--- config.mk ---
export PLATFORM = sky130hd
export DESIGN_NAME = eprom_out_stage
export DESIGN_NICKNAME = d
export VERILOG_FILES = /design/src/rtl/eprom_pkg.sv /design/src/rtl/eprom_out_stage.sv
export SDC_FILE = /design/constraint.sdc
export NUM_CORES = 1
export LEC_CHECK = 0
export ABC_CLOCK_PERIOD_IN_PS = 800
export BUFFER_PORTS_ARGS = -buffer_cell sky130_fd_sc_hd__buf_2
export CAP_MARGIN = 20
export CELL_PAD_IN_SITES_DETAIL_PLACEMENT = 0
export CELL_PAD_IN_SITES_GLOBAL_PLACEMENT = 1
export CORE_MARGIN = 8
export CORE_UTILIZATION = 24
export DETAILED_ROUTE_END_ITERATION = 6
export HOLD_SLACK_MARGIN = 0.02
export PLACE_DENSITY_LB_ADDON = 0.1
export SYNTH_ARGS = -nofsm -noshare
export SYNTH_HDL_FRONTEND = slang
export SYNTH_SLANG_ARGS = --single-unit
--- constraint.sdc ---
create_clock -name clk -period 0.8 [get_ports clk]
set_input_delay 0.2 -clock clk [delete_from_list [all_inputs] [get_ports clk]]
set_output_delay 0.2 -clock clk [all_outputs]
set_load 0.01 [all_outputs]
--- src/rtl/eprom_pkg.sv ---
package eprom_pkg;

    // Operating modes decoded from the control pins each cycle.
    typedef enum logic [2:0] {
        M_STANDBY = 3'd0,
        M_READ    = 3'd1,
        M_OUT_OFF = 3'd2,
        M_SIG     = 3'd3,
        M_PROG    = 3'd4,
        M_VERIFY  = 3'd5,
        M_INHIBIT = 3'd6
    } mode_e;

    // Modes in which the output driver is turned on.
    function automatic logic mode_drives(input mode_e m);
        return (m == M_READ) || (m == M_VERIFY) || (m == M_SIG);
    endfunction

endpackage

--- src/rtl/eprom_out_stage.sv ---
module eprom_out_stage
    import eprom_pkg::*;
#(
    parameter int          DW     = 8,
    parameter logic [DW-1:0] MFG_ID = 8'h97,
    parameter logic [DW-1:0] DEV_ID = 8'h83
) (
    input  logic          clk,
    input  logic          rst_n,
    input  mode_e         mode_nx,
    input  logic [DW-1:0] cell_data,
    input  logic          id_sel,
    output logic [DW-1:0] dout,
    output logic          dout_en
);

    logic [DW-1:0] dout_d;

    always_comb begin
        dout_d = '0;
        unique case (mode_nx)
            M_READ, M_VERIFY: dout_d = cell_data;
            M_SIG:            dout_d = id_sel ? DEV_ID : MFG_ID;
            M_STANDBY, M_OUT_OFF, M_PROG, M_INHIBIT: dout_d = '0;
            default:          dout_d = '0;
        endcase
    end

    always_ff @(posedge clk or negedge rst_n) begin
        if (!rst_n) begin
            dout    <= '0;
            dout_en <= 1'b0;
        end else begin
            dout    <= dout_d;
            dout_en <= mode_drives(mode_nx);
        end
    end

endmodule

==> reports/results.ini <==
[drt]
drc=0
wire_per_inst_um=13.07
drt-initial-drc-count=5
via_per_inst=4.403
antenna_left=0
drt-total-wl_um=876
dr.pass1.iters=3
vias=295

[global_routing]
antenna_found_initial=0
grt.overflow.total=0
grt_pass1_vias=346
grt_max_degree=10
grt_pass1_wl_um=1366
grt_usage_pct=6.906

[die]
num_rows=13
die_h_um=53.38
core_area_um2=1301
die-area_um2=2849
initial_core_util_pct=25.77
num_io_pins=23
die_w_um=53.38

[timing]
maxSlewViolCount=0
fmax_ghz=1.048
hold_violations=0
slew_headroom_pct=87.03
finalSetupViolCount=9
post-route-min-period_ns=0.9544
tightest_slew_ns=0.1946
rsz0062_at_grt=yes
worst_slack_ns=-0.1544
setup_tns_ns=-1.279
finalCritPeriodShare_pct=119.3

[setup_path]
cp.buffers_inverters=1
worstSetupPathType=reg -> out
cpLargestDelayFamily=flip-flops
worstSetupStartpointType=register
worstPathMaxFanout=1
worstPathRequired_ns=0.60
crit_slowest_cell=dfrtp_1
worstPathArrival_ns=0.75
cp_cell_sequence=buf_2
critPathCaptureType=primary output
slowest_delay_ns=0.36

[pwr]
total_leakage_power_nw=0.2943
powerDensity_nw_per_um2=1861
worst_ir_drop_vdd_uv=704.6

[synth]
avgSynthCellArea_um2=13.97
synth_cells=24
ys.warnings.count=0
yosysUniqueCellTypes=7
yosysSeqAreaShare_pct=67.16
ys_seq_elements=9
syn_area_um2=335.3
synth_nets=38

[cts]
clkSinkCount=9
cts_tree=done
htree_levels=1
clkSlewWorstSetupHoldPaths_ns=0.06
numCtsBuffers=3
cts_buffer_depth=2
cts-root-buf=clkbuf_4
post_cts_buffers=0

[outcome]
outcome=finished, violations left
violations=setup timing

[cells_and_area]
antennaDiodeCount=0
drive_gt1_share_pct=51.92
area_delta_synth_final_pct=51.49
nNetsFinal=67
final_common_cell=buf_2
final_cell_mix=buf_2 (22), dfrtp_1 (9), a21boi_0 (4), nand2b_1 (4)
final_core_util_pct=39.04

[placed_design]
place_ws_ns=-0.02851
routabilityCongestion=0.6931
io_buffers=22

[job]
cap_violations=0

[worst_hold_path]
hp-class=in -> reg

kinds of logic after synthesis:
| family | Yosys count | share of synthesized area [%] |
|---|---|---|
| flip-flops | 9 | 67.17 |
| AND/OR/NAND/NOR | 9 | 19.40 |
| AO/OA/AOI/OAI | 6 | 13.43 |
cell type report:
cell class                      instances  area, µm²
Tap cell                               15      18.77
Fill cell                             151      793.3
Sequential cell                         9      225.2
Clock buffer                            4      26.28
Multi-Input combinational cell         15      110.1
Timing Repair Buffer                   24      127.6
layer usage:
layer,track usage [%],routed length [µm],vias to the layer above
met4,3.782,0,0
met5,0,0,-
met1,4.792,261,141
li1,-,-,141
met2,12.89,502,13
met3,5.042,112,0
synthesized netlist by cell type:
cell type  count  share of area [%]
dfrtp_1        9                 67
a21boi_0       4                9.0
nand2b_1       4                7.5
and2_1         3                5.6
a21o_1         2                4.5
and4bb_1       1                3.7
nor2b_2        1                2.6
flip-flops by register name, indices dropped and copies added (netlist names):
register	count
dout_en	1
dout	8
metrics by stage:
stage               hold slack (ns)  area (µm²)  total power, mW  std cells
global route                 0.1367       508.0            1.005         67
global placement            0.05374       471.7           0.6100         62
floorplan                  -0.09559       335.3           0.5367         24
detailed placement          0.05886       471.7           0.6167         62
finish                       0.1473       508.0           0.9454         67
CTS                          0.1398       508.0           0.9640         67
report_power, final:
group	leakage, nW	total, mW	switching [mW]	internal, mW
clock	0.0150	0.337	0.145	0.191
sequential	0.118	0.484	0.00546	0.479
combinational	0.161	0.124	0.0589	0.0653
total	0.294	0.945	0.210	0.736
worst paths after layout:
check	cells after the start	startpoint	end
max in group asynchronous	2	rst_n	dout[6]
min	2	cell_data[2]	dout[2]
min in group asynchronous	2	rst_n	dout[2]
max	1	dout_en	dout_en
repair_timing:
action / 4_1_cts / 5_1_grt
endpoints found under the hold margin: 9 / 0
gates resized for setup: 0 / 0
endpoints found under the setup margin: 9 / 9
hold buffers: 1 / 0
pin swaps: 0 / 0
(Power assumes the default switching activity.)
